$ cat src/rtl/flash_erase_pkg.sv
package flash_erase_pkg;

    localparam logic [7:0] OP_WR_ARM  = 8'h06;
    localparam logic [7:0] OP_STAT_RD = 8'h05;
    localparam logic [7:0] OP_WIPE_A  = 8'h60;
    localparam logic [7:0] OP_WIPE_B  = 8'hC7;

    localparam int OP_BITS   = 8;
    localparam int STAT_BUSY = 0;
    localparam int STAT_WEL  = 1;

    function automatic logic is_wipe(input logic [7:0] op);
        return (op == OP_WIPE_A) || (op == OP_WIPE_B);
    endfunction

    function automatic logic [7:0] pack_status(input logic busy, input logic wel);
        logic [7:0] s;
        s = '0;
        s[STAT_BUSY] = busy;
        s[STAT_WEL]  = wel;
        return s;
    endfunction

endpackage

$ cat src/rtl/fec_spi_rx.sv
module fec_spi_rx
    import flash_erase_pkg::*;
(
    input  logic       clk,
    input  logic       rst_n,
    input  logic       cs_n,
    input  logic       sck,
    input  logic       mosi,
    output logic       selected,
    output logic       cs_rise,
    output logic       sck_fall,
    output logic       op_done,
    output logic [7:0] opcode
);

    localparam int CNT_W = $clog2(OP_BITS + 1);
    localparam logic [CNT_W-1:0] CNT_FULL = CNT_W'(OP_BITS);

    typedef struct packed {
        logic [1:0]       cs_sync;
        logic             cs_prev;
        logic [1:0]       sck_sync;
        logic             sck_prev;
        logic [1:0]       mosi_sync;
        logic [7:0]       shreg;
        logic [CNT_W-1:0] bcnt;
    } rx_state_t;

    rx_state_t rx_d, rx_q;
    logic      sck_rise;

    always_comb begin
        rx_d           = rx_q;
        rx_d.cs_sync   = {rx_q.cs_sync[0], cs_n};
        rx_d.cs_prev   = rx_q.cs_sync[1];
        rx_d.sck_sync  = {rx_q.sck_sync[0], sck};
        rx_d.sck_prev  = rx_q.sck_sync[1];
        rx_d.mosi_sync = {rx_q.mosi_sync[0], mosi};

        sck_rise = rx_q.sck_sync[1] & ~rx_q.sck_prev;

        if (rx_q.cs_sync[1]) begin
            rx_d.bcnt = '0;
        end else if (sck_rise && (rx_q.bcnt != CNT_FULL)) begin
            rx_d.shreg = {rx_q.shreg[6:0], rx_q.mosi_sync[1]};
            rx_d.bcnt  = rx_q.bcnt + 1'b1;
        end
    end

    always_ff @(posedge clk or negedge rst_n) begin
        if (!rst_n) begin
            rx_q         <= '0;
            rx_q.cs_sync <= 2'b11;
            rx_q.cs_prev <= 1'b1;
        end else begin
            rx_q <= rx_d;
        end
    end

    assign selected = ~rx_q.cs_sync[1];
    assign cs_rise  = rx_q.cs_sync[1] & ~rx_q.cs_prev;
    assign sck_fall = ~rx_q.sck_sync[1] & rx_q.sck_prev;
    assign op_done  = (rx_q.bcnt == CNT_FULL);
    assign opcode   = rx_q.shreg;

    AST_OPCODE_FROZEN: assert property (@(posedge clk) disable iff (!rst_n)
        (selected && op_done) |=> $stable(rx_q.shreg));

endmodule

$ cat src/rtl/fec_cmd_core.sv
module fec_cmd_core
    import flash_erase_pkg::*;
#(
    parameter int NUM_SECTORS  = 8,
    parameter int ERASE_CYCLES = 400
) (
    input  logic                   clk,
    input  logic                   rst_n,
    input  logic                   cs_rise,
    input  logic                   op_done,
    input  logic [7:0]             opcode,
    input  logic [NUM_SECTORS-1:0] sector_lock,
    output logic                   wel,
    output logic                   busy,
    output logic                   erase_pulse
);

    localparam int TMR_W = $clog2(ERASE_CYCLES + 1);
    localparam logic [TMR_W-1:0] TMR_LOAD = TMR_W'(ERASE_CYCLES - 1);

    typedef struct packed {
        logic             wel;
        logic             busy;
        logic             pulse;
        logic [TMR_W-1:0] timer;
    } core_state_t;

    core_state_t cs_d, cs_q;

    always_comb begin
        cs_d       = cs_q;
        cs_d.pulse = 1'b0;

        if (cs_q.busy) begin
            if (cs_q.timer == '0) begin
                cs_d.busy = 1'b0;
            end else begin
                cs_d.timer = cs_q.timer - 1'b1;
            end
        end

        if (cs_rise && op_done && !cs_q.busy) begin
            if (opcode == OP_WR_ARM) begin
                cs_d.wel = 1'b1;
            end else if (is_wipe(opcode) && cs_q.wel) begin
                cs_d.wel = 1'b0;
                if (sector_lock == '0) begin
                    cs_d.pulse = 1'b1;
                    cs_d.busy  = 1'b1;
                    cs_d.timer = TMR_LOAD;
                end
            end
        end
    end

    always_ff @(posedge clk or negedge rst_n) begin
        if (!rst_n) begin
            cs_q <= '0;
        end else begin
            cs_q <= cs_d;
        end
    end

    assign wel         = cs_q.wel;
    assign busy        = cs_q.busy;
    assign erase_pulse = cs_q.pulse;

    AST_PULSE_SINGLE: assert property (@(posedge clk) disable iff (!rst_n)
        cs_q.pulse |=> !cs_q.pulse);
    AST_PULSE_NEEDS_WEL: assert property (@(posedge clk) disable iff (!rst_n)
        cs_q.pulse |-> $past(cs_q.wel));
    AST_PULSE_AFTER_RELEASE: assert property (@(posedge clk) disable iff (!rst_n)
        cs_q.pulse |-> $past(cs_rise));
    AST_LOCK_VETO: assert property (@(posedge clk) disable iff (!rst_n)
        cs_q.pulse |-> ($past(sector_lock) == '0));
    AST_BUSY_END: assert property (@(posedge clk) disable iff (!rst_n)
        $fell(cs_q.busy) |-> ($past(cs_q.timer) == '0));
    AST_WEL_LOW_BUSY: assert property (@(posedge clk) disable iff (!rst_n)
        cs_q.busy |-> !cs_q.wel);
    AST_BUSY_NO_REPULSE: assert property (@(posedge clk) disable iff (!rst_n)
        ($past(cs_q.busy) && cs_q.busy) |-> !cs_q.pulse);

endmodule

$ cat src/rtl/fec_status_tx.sv
module fec_status_tx
    import flash_erase_pkg::*;
(
    input  logic       clk,
    input  logic       rst_n,
    input  logic       selected,
    input  logic       sck_fall,
    input  logic       op_done,
    input  logic [7:0] opcode,
    input  logic       wel,
    input  logic       busy,
    output logic       miso,
    output logic       miso_oe
);

    typedef struct packed {
        logic       active;
        logic       first;
        logic [2:0] cnt;
        logic [7:0] sr;
    } tx_state_t;

    tx_state_t tx_d, tx_q;
    logic [7:0] live_status;

    always_comb begin
        tx_d        = tx_q;
        live_status = pack_status(busy, wel);

        if (!selected) begin
            tx_d.active = 1'b0;
            tx_d.first  = 1'b0;
            tx_d.cnt    = '0;
        end else if (!tx_q.active) begin
            if (op_done && (opcode == OP_STAT_RD)) begin
                tx_d.active = 1'b1;
                tx_d.first  = 1'b1;
                tx_d.cnt    = '0;
                tx_d.sr     = live_status;
            end
        end else if (sck_fall) begin
            if (tx_q.first) begin
                tx_d.first = 1'b0;
            end else if (tx_q.cnt == 3'd7) begin
                tx_d.sr  = live_status;
                tx_d.cnt = '0;
            end else begin
                tx_d.sr  = {tx_q.sr[6:0], 1'b0};
                tx_d.cnt = tx_q.cnt + 1'b1;
            end
        end
    end

    always_ff @(posedge clk or negedge rst_n) begin
        if (!rst_n) begin
            tx_q <= '0;
        end else begin
            tx_q <= tx_d;
        end
    end

    assign miso    = tx_q.active & tx_q.sr[7];
    assign miso_oe = tx_q.active;

    AST_TX_RELEASE: assert property (@(posedge clk) disable iff (!rst_n)
        !selected |=> !tx_q.active);

endmodule

$ cat src/rtl/flash_erase_ctrl.sv
module flash_erase_ctrl
    import flash_erase_pkg::*;
#(
    parameter int NUM_SECTORS  = 8,
    parameter int ERASE_CYCLES = 400
) (
    input  logic                   clk,
    input  logic                   rst_n,
    input  logic                   spi_cs_n,
    input  logic                   spi_sck,
    input  logic                   spi_mosi,
    output logic                   spi_miso,
    output logic                   spi_miso_oe,
    input  logic [NUM_SECTORS-1:0] sector_lock,
    output logic                   erase_pulse
);

    logic       selected;
    logic       cs_rise;
    logic       sck_fall;
    logic       op_done;
    logic [7:0] opcode;
    logic       wel;
    logic       busy;

    fec_spi_rx u_rx (
        .clk      (clk),
        .rst_n    (rst_n),
        .cs_n     (spi_cs_n),
        .sck      (spi_sck),
        .mosi     (spi_mosi),
        .selected (selected),
        .cs_rise  (cs_rise),
        .sck_fall (sck_fall),
        .op_done  (op_done),
        .opcode   (opcode)
    );

    fec_cmd_core #(
        .NUM_SECTORS  (NUM_SECTORS),
        .ERASE_CYCLES (ERASE_CYCLES)
    ) u_core (
        .clk         (clk),
        .rst_n       (rst_n),
        .cs_rise     (cs_rise),
        .op_done     (op_done),
        .opcode      (opcode),
        .sector_lock (sector_lock),
        .wel         (wel),
        .busy        (busy),
        .erase_pulse (erase_pulse)
    );

    fec_status_tx u_tx (
        .clk      (clk),
        .rst_n    (rst_n),
        .selected (selected),
        .sck_fall (sck_fall),
        .op_done  (op_done),
        .opcode   (opcode),
        .wel      (wel),
        .busy     (busy),
        .miso     (spi_miso),
        .miso_oe  (spi_miso_oe)
    );

    AST_OE_ONLY_STATUS: assert property (@(posedge clk) disable iff (!rst_n)
        spi_miso_oe |-> (op_done && (opcode == OP_STAT_RD)));
    AST_FULL_CODE_ONLY: assert property (@(posedge clk) disable iff (!rst_n)
        erase_pulse |-> $past(op_done));

endmodule

$ cat config.mk
export PLATFORM = sky130hd
export DESIGN_NAME = flash_erase_ctrl
export DESIGN_NICKNAME = d
export VERILOG_FILES = /design/src/rtl/flash_erase_pkg.sv /design/src/rtl/fec_spi_rx.sv /design/src/rtl/fec_cmd_core.sv /design/src/rtl/fec_status_tx.sv /design/src/rtl/flash_erase_ctrl.sv
export SDC_FILE = /design/constraint.sdc
export NUM_CORES = 1
export LEC_CHECK = 0
export ABC_AREA = 1
export ABC_CLOCK_PERIOD_IN_PS = 1800
export CAP_MARGIN = 40
export CORE_ASPECT_RATIO = 0.9
export CORE_MARGIN = 2
export CORE_UTILIZATION = 30
export DETAILED_ROUTE_END_ITERATION = 8
export MAX_ROUTING_LAYER = met4
export PLACE_DENSITY = 0.51
export SLEW_MARGIN = 10
export SYNTH_ARGS = -nofsm -noshare
export SYNTH_HDL_FRONTEND = slang
export SYNTH_SLANG_ARGS = --single-unit
$ cat constraint.sdc
create_clock -name clk -period 1.8 [get_ports clk]
set_input_delay 0.54 -clock clk [delete_from_list [all_inputs] [get_ports clk]]
set_output_delay 0.54 -clock clk [all_outputs]
set_load 0.02 [all_outputs]
==> results of run 1 <==
## cell usage in the layout (no fill, tap or decap), drive strengths merged
cell type,synthesis,final
inv,42,42
nand2,78,78
dlygate4sd2,0,2
clkinv,1,2
dfrtp,42,42
a21o,1,1
nand3,30,30
nand4,11,11
nor2,44,44
buf,5,15
nand3b,2,2
or2,2,2
clkdlybuf4s50,0,11
o21ai,14,14
ha,6,6
dfstp,3,3
clkbuf,0,7
nor3,4,4
a21oi,9,9
xor2,3,3
dlymetal6s2s,0,1
## final timing paths
check                                         startpoint                         end  slack [ns]  depth (start not counted)
worst max-delay path              u_tx.miso_oe$_DFF_PN0_                    spi_miso        0.14                          3
worst min-delay path                               rst_n   u_tx.tx_q[10]$_DFFE_PN0P_        0.14                          1
worst max register to register  u_tx.tx_q[8]$_DFFE_PN0P_    u_tx.tx_q[1]$_DFFE_PN0P_        0.20                          8
worst min register to register   u_rx.rx_d[13]$_DFF_PN0_     u_rx.rx_q[13]$_DFF_PN0_        0.35                          0
max in group asynchronous                          rst_n  u_rx.opcode[1]$_DFFE_PN0P_        1.19                          2
min in group clk                 u_rx.rx_d[13]$_DFF_PN0_     u_rx.rx_q[13]$_DFF_PN0_        0.35                          0
## area by class of cell
type | count | area share [%]
timing repair buffer | 29 | 9.57
sequential | 45 | 41.2
tap | 96 | 4.38
clock inverter | 1 | 0.182
clock buffer | 7 | 3.51
inverter | 43 | 5.88
multi-input combinational | 204 | 35.3
## routing by layer
layer | wire (um) | share of wire [%] | up-vias | track usage (%)
li1 | - | - | 998 | -
met2 | 2010 | 43 | 17 | 18.1
met1 | 2450 | 52 | 875 | 17.6
met3 | 145 | 3.1 | 6 | 2.94
met5 | 0 | 0 | - | -
met4 | 70 | 1.5 | 0 | 4.68
## per-stage QoR
step / hold WS [ns] / total power, mW
after floorplan: 0.244 / 1.25
after global placement: 0.334 / 1.34
after detailed placement: 0.336 / 1.35
after CTS: 0.154 / 2.04
after global routing: 0.156 / 2.12
final: 0.144 / 2.00
## registers in the layout, summed over array words and instances, names as in the netlist
name                cells
u_core.busy             1
u_rx.opcode             8
u_core.wel              1
u_core.cs_q             9
u_rx.rx_d               5
u_tx.tx_q              12
u_core.erase_pulse      1
u_tx.miso_oe            1
u_rx.rx_q               7
## power by group
part | switching (mW) | internal [mW] | total (mW) | leakage (nW)
clock network | 0.330 | 0.347 | 0.677 | 0.0542
registers | 0.0523 | 1.06 | 1.11 | 0.565
logic | 0.134 | 0.0761 | 0.210 | 0.745
total | 0.516 | 1.49 | 2.00 | 1.36
## kinds of logic (layout without fill, tap and decap cells)
kind of cell / Yosys count / after routing / share of synthesized area [%]
compound gates: 24 / 24 / 5.56
xor+xnor: 3 / 3 / 1.14
fa+ha+maj: 6 / 6 / 3.27
buf+inv: 48 / 80 / 8.61
flops: 45 / 45 / 49.2
simple gates: 171 / 171 / 32.2
## repair_timing
action                     in CTS  in global routing
pin swaps                       0                  0
gates resized for setup         2                  1
setup endpoints to repair       2                  1
==> impl_metrics.yaml, run 1 <==
clock_network:
  insertion_delay_ns: 0.30
  cts_hold_buf: 0
  path_clk_slew_ns: 0.09
  post_cts_buffers: 0
  numClockSinks: 45
  cts_buffers: 5
  cts_tree: "yes"
  ctsLongestPathBuffers: 2
  htreeDepth: 2
  cts-root-buf: "clkbuf_8"
synthesis:
  synth_commonest_cells: "76 x nand2_1, 44 x nor2_1, 42 x dfrtp_1"
  yosys_most_used_dff: "dfrtp_1"
  synth_nets: 316
  yosys.area.top_type_share_pct: 45.8
  yosys_warnings: 0
  syn_inst: 297
  synth.distinct_cells: 25
  synth-seq-area-share_pct: 49.2
  avgSynthCellArea_sq_um: 7.73
  synth_seq_cells: 45
  synth_most_common_cell: "nand2_1"
  synthTopCellsByArea: "dfrtp_1 46%, nand2_1 12%, nor2_1 7.2%"
  synth_area_sq_um: 2300
  yosys.area.top_type: "dfrtp_1"
  synth_edf_count: 0
  async_flop_share_pct: 100
sta:
  hold_viol: 0
  min_period_over_period_pct: 92.0
  slew-limit-headroom_pct: 76.0
  min_period_ns: 1.66
  max_freq_ghz: 0.604
  skew_ns: 0.00790
  grt_setup_unrepaired: "no"
  setup_ws_ns: 0.143
  finalSetupViolCount: 0
  tns_ns: 0
  max_slew.worst_pin.slew_ns: 0.359
  maxSlewViolCount: 0
die:
  die_h_um: 87.0
  initial_utilization_pct: 30.8
  die_x_um: 96.2
  rows: 30
  io_pins: 16
  core-area_sq_um: 7470
  die-area_sq_um: 8370
power:
  p_per_area_nw_per_um2: 729
  total_leakage_power_nw: 1.36
  ir_drop_mv: 0.315
route:
  wire_per_inst_um: 11.0
  drtIter0Drc: 64
  antenna_left: 0
  drc_errors: 0
  route.final.wire_length_um: 4680
  num_vias: 1896
  firstDrtPassIters: 4
  viasPerCell: 4.46
grt:
  grt_pass1_wl_um: 8050
  grt_overflow: 0
  grt_start_max_net_pins: 24
  grt_pass1_vias: 1754
  track_usage_pct: 12.7
  antenna_found_initial: 0
cells_and_area:
  regArea_sq_um: 1130
  fin_util_pct: 36.8
  synthToLayoutAreaGrowth_pct: 19.5
  final_cells: 425
  drive_gt1_share_pct: 10.3
  fin_nets: 347
  insertedDiodeCount: 0
  multi_input_area_sq_um: 970
  final_area_sq_um: 2750
  fill_cells: 783
setup_path:
  worstSetupPathType: "flop to output pin"
  crit_path_start_kind: "flop"
  cp_max_fo: 3
  path_cells: "nand2_1 > inv_1 > dlygate4sd2_1"
  crit_arrival_ns: 1.12
  required_ns: 1.26
  slowest_delay_ns: 0.40
  cp_top_family: "flip-flops"
  slowest_stage: "dfrtp_1"
  worst-path-buf-inv: 2
  endpoint_kind: "output pin"
min_path:
  hp-class: "input pin to asynchronous set/reset pin"
placement:
  placedInstanceArea_sq_um: 2640
  dpl.cell_count: 417
  portBuffers: 15
  dpl.hpwl_um: 3530
  gp_congestion: 0.828
  dpl_worst_slack_ns: -0.158
outcome:
  status: "finished clean"
job:
  maxCapViolCount: 0
Power figures use the tool's default switching activity.
==> run 2: changes to the inputs <==
- CORE_UTILIZATION: 30 -> 40
- CTS_BUF_LIST: unset -> sky130_fd_sc_hd__clkbuf_4
- PLACE_DENSITY: 0.51 -> 0.63
==> impl_metrics.yaml, run 2 (synthesis results as in run 1) <==
clock_network:
  numClockSinks: 45
  cts_tree: "yes"
  insertion_delay_ns: 0.36
  cts-root-buf: "clkbuf_4"
  htreeDepth: 2
  path_clk_slew_ns: 0.14
  cts_buffers: 5
  ctsLongestPathBuffers: 2
setup_path:
  slowest_stage: "dfrtp_1"
  reg2reg_depth: 7
  required_ns: 1.26
  r2r-end: "u_core.cs_q[4]$_DFF_PN0_"
  crit_arrival_ns: 1.16
  worstSetupPathType: "flop to output pin"
  rrSetupSlack_ns: 0.20
  r2r_start: "u_rx.rx_q[0]$_DFFE_PN0P_"
  endpoint_kind: "output pin"
  path_cells: "nand2_1 > inv_1 > dlygate4sd2_1"
  crit_path_start_kind: "flop"
  slowest_delay_ns: 0.41
  cp_max_fo: 3
cells_and_area:
  synthToLayoutAreaGrowth_pct: 14.8
  largest_register_ffs: 12
  regMostFlops: "u_tx.tx_q"
  drive_gt1_share_pct: 9.23
  final_cell_mix: "76 x nand2_1, 43 x nor2_1, 42 x dfrtp_1"
  fin_nets: 343
  final_common_cell: "nand2_1"
  insertedDiodeCount: 0
  final_area_sq_um: 2640
sta:
  setup_ws_ns: 0.101
  min_period_over_period_pct: 94.4
  maxSlewViolCount: 0
  min_period_ns: 1.70
  max_freq_ghz: 0.589
  max_slew.worst_pin.slew_ns: 0.358
  slew-limit-headroom_pct: 76.0
  grt_setup_unrepaired: "yes"
  hold_viol: 0
  finalSetupViolCount: 0
  skew_ns: 0.0245
grt:
  antenna_found_initial: 0
  track_usage_pct: 16.6
  grt_pass1_vias: 1798
  grt_pass1_wl_um: 8220
  grt_overflow: 0
  grt_start_max_net_pins: 46
die:
  core-area_sq_um: 5630
  io_pins: 16
  rows: 26
  die-area_sq_um: 6370
  die_x_um: 83.9
  initial_utilization_pct: 40.8
  die_h_um: 75.9
placement:
  gp_congestion: 0.840
  dpl.hpwl_um: 3130
  portBuffers: 15
  placedInstanceArea_sq_um: 2580
  dpl_worst_slack_ns: -0.144
route:
  viasPerCell: 4.78
  route.final.wire_length_um: 4440
  antenna_left: 0
  drc_errors: 0
  firstDrtPassIters: 4
  drtIter0Drc: 105
  num_vias: 1889
  wire_per_inst_um: 11.2
power:
  p_per_area_nw_per_um2: 691
  total_leakage_power_nw: 1.31
  ir_drop_mv: 0.440
outcome:
  status: "finished clean"
min_path:
  hp-class: "input pin to asynchronous set/reset pin"
job:
  maxCapViolCount: 0
-- run 2: critical path, delay by kind of cell, from the launching register on --
| family | cells | cell delay [ns] |
|---|---|---|
| AND/OR/NAND/NOR | 1 | 0.06 |
| buffers and inverters | 2 | 0.34 |
| flip-flops | 1 | 0.41 |
-- run 2: where the power goes --
part	leakage (nW)	switching [mW]	internal, mW
logic	0.710	0.131	0.0739
registers	0.565	0.0559	1.06
clock network	0.0338	0.316	0.181
total	1.31	0.504	1.32
-- run 2: worst max path at each step --
stage                              from                        to  slack, ns  cells after the start
2_1_floorplan  u_tx.tx_q[8]$_DFFE_PN0P_  u_tx.tx_q[1]$_DFFE_PN0P_       0.30                      9
3_3_place_gp             sector_lock[1]  u_core.cs_q[7]$_DFF_PN0_       -0.1                      8
3_5_place_dp             sector_lock[1]  u_core.cs_q[7]$_DFF_PN0_      -0.14                      8
4_1_cts          u_tx.miso_oe$_DFF_PN0_                  spi_miso       0.08                      3
5_1_grt        u_rx.rx_q[0]$_DFFE_PN0P_  u_core.cs_q[0]$_DFF_PN0_      -0.01                      6
6_report         u_tx.miso_oe$_DFF_PN0_                  spi_miso       0.10                      3
-- run 2: stage by stage --
| step | power, mW | hold slack [ns] | std cells | setup TNS, ns | util (%) |
|---|---|---|---|---|---|
| after global routing | 1.94 | 0.140 | 395 | -0.0200 | 46.8 |
| after floorplan | 1.25 | 0.244 | 297 | 0 | - |
| after detailed placement | 1.34 | 0.336 | 387 | -0.896 | 45.9 |
| after CTS | 1.84 | 0.137 | 395 | 0 | 46.8 |
| after global placement | 1.33 | 0.335 | 387 | -0.518 | 45.9 |
| final | 1.82 | 0.139 | 395 | 0 | 46.8 |
-- run 2: cell type report --
class / count / area [sq um]
sequential: 45 / 1130
inverter: 43 / 161
clock inverter: 1 / 3.75
timing repair buffer: 25 / 229
clock buffer: 7 / 52.6
multi-input combinational: 204 / 972
tap: 70 / 87.6
fill: 569 / 2990
-- run 2: what timing repair did --
| action | 4_1_cts | 5_1_grt |
|---|---|---|
| buffers inserted | 0 | 0 |
| pin swaps | 0 | 0 |
| hold buffers | 0 | 0 |
| resized for setup | 3 | 1 |
| setup endpoints to repair | 3 | 8 |
-- run 2: per-layer routing --
| metal | vias up | wire length (um) | global-route usage, % | part of all wire (%) |
|---|---|---|---|---|
| met4 | 0 | 52 | 5.73 | 1.2 |
| li1 | 994 | - | - | - |
| met5 | - | 0 | - | 0 |
| met3 | 6 | 190 | 3.90 | 4.3 |
| met1 | 855 | 2400 | 22.9 | 54 |
| met2 | 34 | 1800 | 24.4 | 41 |
==> run 3: changes to the inputs <==
- MAX_ROUTING_LAYER: met4 -> unset
- SYNTH_HIERARCHICAL: unset -> 1
==> impl_metrics.yaml, run 3 <==
setup_path:
  slowest_delay_ns: 0.41
  cp_max_fo: 8
  worst-path-buf-inv: 1
  crit_arrival_ns: 1.98
  worstSetupPathType: "flop to flop"
  crit_path_start_kind: "flop"
  crit_top_cell: "nand2_2"
  endpoint_kind: "flop"
  path_cells: "inv_2 > ha_2 > nand2_2 > nor2_4 > nand2_2 > nor2_2 > nand4_1 > nand2_4 > nand3_4 > nand2_2 > nand2_1"
  cp_top_family: "simple AND/OR/NAND/NOR gates"
  required_ns: 2.06
  slowest_stage: "dfrtp_1"
die:
  die_x_um: 88.2
  die_h_um: 79.8
  die-area_sq_um: 7040
  initial_utilization_pct: 41.5
  io_pins: 16
  core-area_sq_um: 6150
  rows: 27
route:
  firstDrtPassIters: 4
  num_vias: 2073
  drtIter0Drc: 78
  viasPerCell: 4.58
  antenna_left: 0
  wire_per_inst_um: 10.3
  drc_errors: 0
  route.final.wire_length_um: 4680
synthesis:
  yosys.area.top_type_share_pct: 41.2
  yosys_most_used_dff: "dfrtp_1"
  synth_most_common_cell: "nand2_1"
  synth.distinct_cells: 27
  avgSynthCellArea_sq_um: 7.45
  async_flop_share_pct: 100
  synth_commonest_cells: "113 x nand2_1, 46 x inv_1, 42 x dfrtp_1"
  synth_area_sq_um: 2550
  yosys_warnings: 6
  yosys.area.top_type: "dfrtp_1"
  synth_edf_count: 0
  synthTopCellsByArea: "dfrtp_1 41%, nand2_1 17%, inv_1 6.8%"
  synth_nets: 362
  syn_inst: 343
  synth_seq_cells: 45
  synth-seq-area-share_pct: 44.2
clock_network:
  cts-root-buf: "clkbuf_4"
  cts_tree: "yes"
  htreeDepth: 2
  ctsLongestPathBuffers: 2
  insertion_delay_ns: 0.35
  cts_hold_buf: 0
  cts_buffers: 5
  numClockSinks: 45
  path_clk_slew_ns: 0.13
grt:
  grt_pass1_vias: 1899
  track_usage_pct: 14.6
  grt_start_max_net_pins: 46
  grt_pass1_wl_um: 8270
  grt_overflow: 0
  antenna_found_initial: 0
cells_and_area:
  synthToLayoutAreaGrowth_pct: 15.7
  final_common_cell: "nand2_1"
  fin_nets: 384
  drive_gt1_share_pct: 16.7
  largest_register_ffs: 12
  final_cell_mix: "107 x nand2_1, 45 x inv_1, 42 x dfrtp_1"
  insertedDiodeCount: 0
  final_cells: 453
  fin_util_pct: 48.0
  regMostFlops: "u_tx/tx_q"
sta:
  maxSlewViolCount: 0
  min_period_over_period_pct: 95.7
  hold_viol: 0
  min_period_ns: 1.72
  skew_ns: 0.00873
  max_freq_ghz: 0.580
  max_slew.worst_pin.slew_ns: 0.455
  grt_setup_unrepaired: "yes"
  tns_ns: 0
  finalSetupViolCount: 0
  slew-limit-headroom_pct: 69.6
placement:
  dpl.hpwl_um: 3320
  gp_congestion: 0.795
  portBuffers: 15
  dpl.cell_count: 440
power:
  p_per_area_nw_per_um2: 721
  finalPower_mw: 2.13
  total_leakage_power_nw: 1.51
  ir_drop_mv: 0.424
job:
  maxCapViolCount: 0
outcome:
  status: "finished clean"
min_path:
  hp-class: "input pin to asynchronous set/reset pin"
==> run 3: cell count changes after synthesis, moves of 3 or more <==
cell,delta
a21oi_1,-7
buf_4,+7
inv_1,+5
inv_2,+7
nand2_1,+37
nand4_1,+3
nor2_1,-3
nor2_2,+6
nor2_4,+4
o21ai_0,-12
==> run 3: layout make-up <==
type                    count  area, sq um
clock inverters             3         65.1
flip-flops and latches     45         1130
well taps                  87          109
repair buffers             25          230
multi-input cells         233         1170
clock buffers               5         37.5
fillers                   620         3190
inverters                  55          211
==> run 3: cells by family after synthesis <==
kind of cell    Yosys count  synth area share, %
mux                       1                0.392
buf+inv                  65                 11.4
simple gates            219                 39.3
fa+ha+maj                 6                 2.94
flops                    45                 44.2
xor+xnor                  1                0.343
compound gates            6                 1.42
==> run 3: path summary, 6_finish.rpt <==
check / from / slack, ns / depth (start not counted) / endpoint
setup / recovery: u_rx/rx_q[0]$_DFFE_PN0P_ / 0.08 / 11 / u_tx/tx_q[0]$_DFFE_PN0P_
hold / removal: rst_n / 0.13 / 2 / u_tx/tx_q[8]$_DFFE_PN0P_
setup reg to reg: u_rx/rx_q[0]$_DFFE_PN0P_ / 0.08 / 11 / u_tx/tx_q[0]$_DFFE_PN0P_
hold reg to reg: u_rx/rx_d[19]$_DFF_PN1_ / 0.37 / 0 / u_rx/rx_d[17]$_DFF_PN1_
max in group asynchronous: rst_n / 1.38 / 2 / u_rx/rx_d[17]$_DFF_PN1_
min in group clk: u_rx/rx_d[19]$_DFF_PN1_ / 0.37 / 0 / u_rx/rx_d[17]$_DFF_PN1_
==> run 3: routing by layer <==
metal	wire length (um)	share of wire [%]	global-route usage, %
met1	2300	49	20.0
met2	2220	47	23.3
met3	127	2.7	3.41
met4	31	0.66	3.64
met5	0	0	0
==> run 3: worst reg2reg max path, delay by kind of cell, from the launching register on <==
family	cells	cell delay [ns]
adders and majority gates	1	0.18
and+or+nand+nor	9	0.98
buffers and inverters	1	0.07
DFF	1	0.41
==> run 3: timing repair <==
action,4_1_cts,5_1_grt
endpoints found under the hold margin,0,0
pin swaps,1,8
endpoints found under the setup margin,11,23
gates resized for setup,5,11
setup buffers,3,2
==> run 3: power breakdown <==
group / internal, mW / switching, mW / total, mW
sequential: 1.06 / 0.0839 / 1.15
clock: 0.430 / 0.327 / 0.757
combinational: 0.0999 / 0.127 / 0.227
total: 1.59 / 0.538 / 2.13
==> run 3: per-stage QoR <==
stage               instance area, sq um  setup slack (ns)  hold WS, ns
CTS                                 2910            0.0432        0.127
global route                        2950           -0.0776        0.123
finish                              2950            0.0770        0.126
global placement                    2780           -0.0186        0.336
floorplan                           2550             0.180        0.244
detailed placement                  2780           -0.0383        0.336
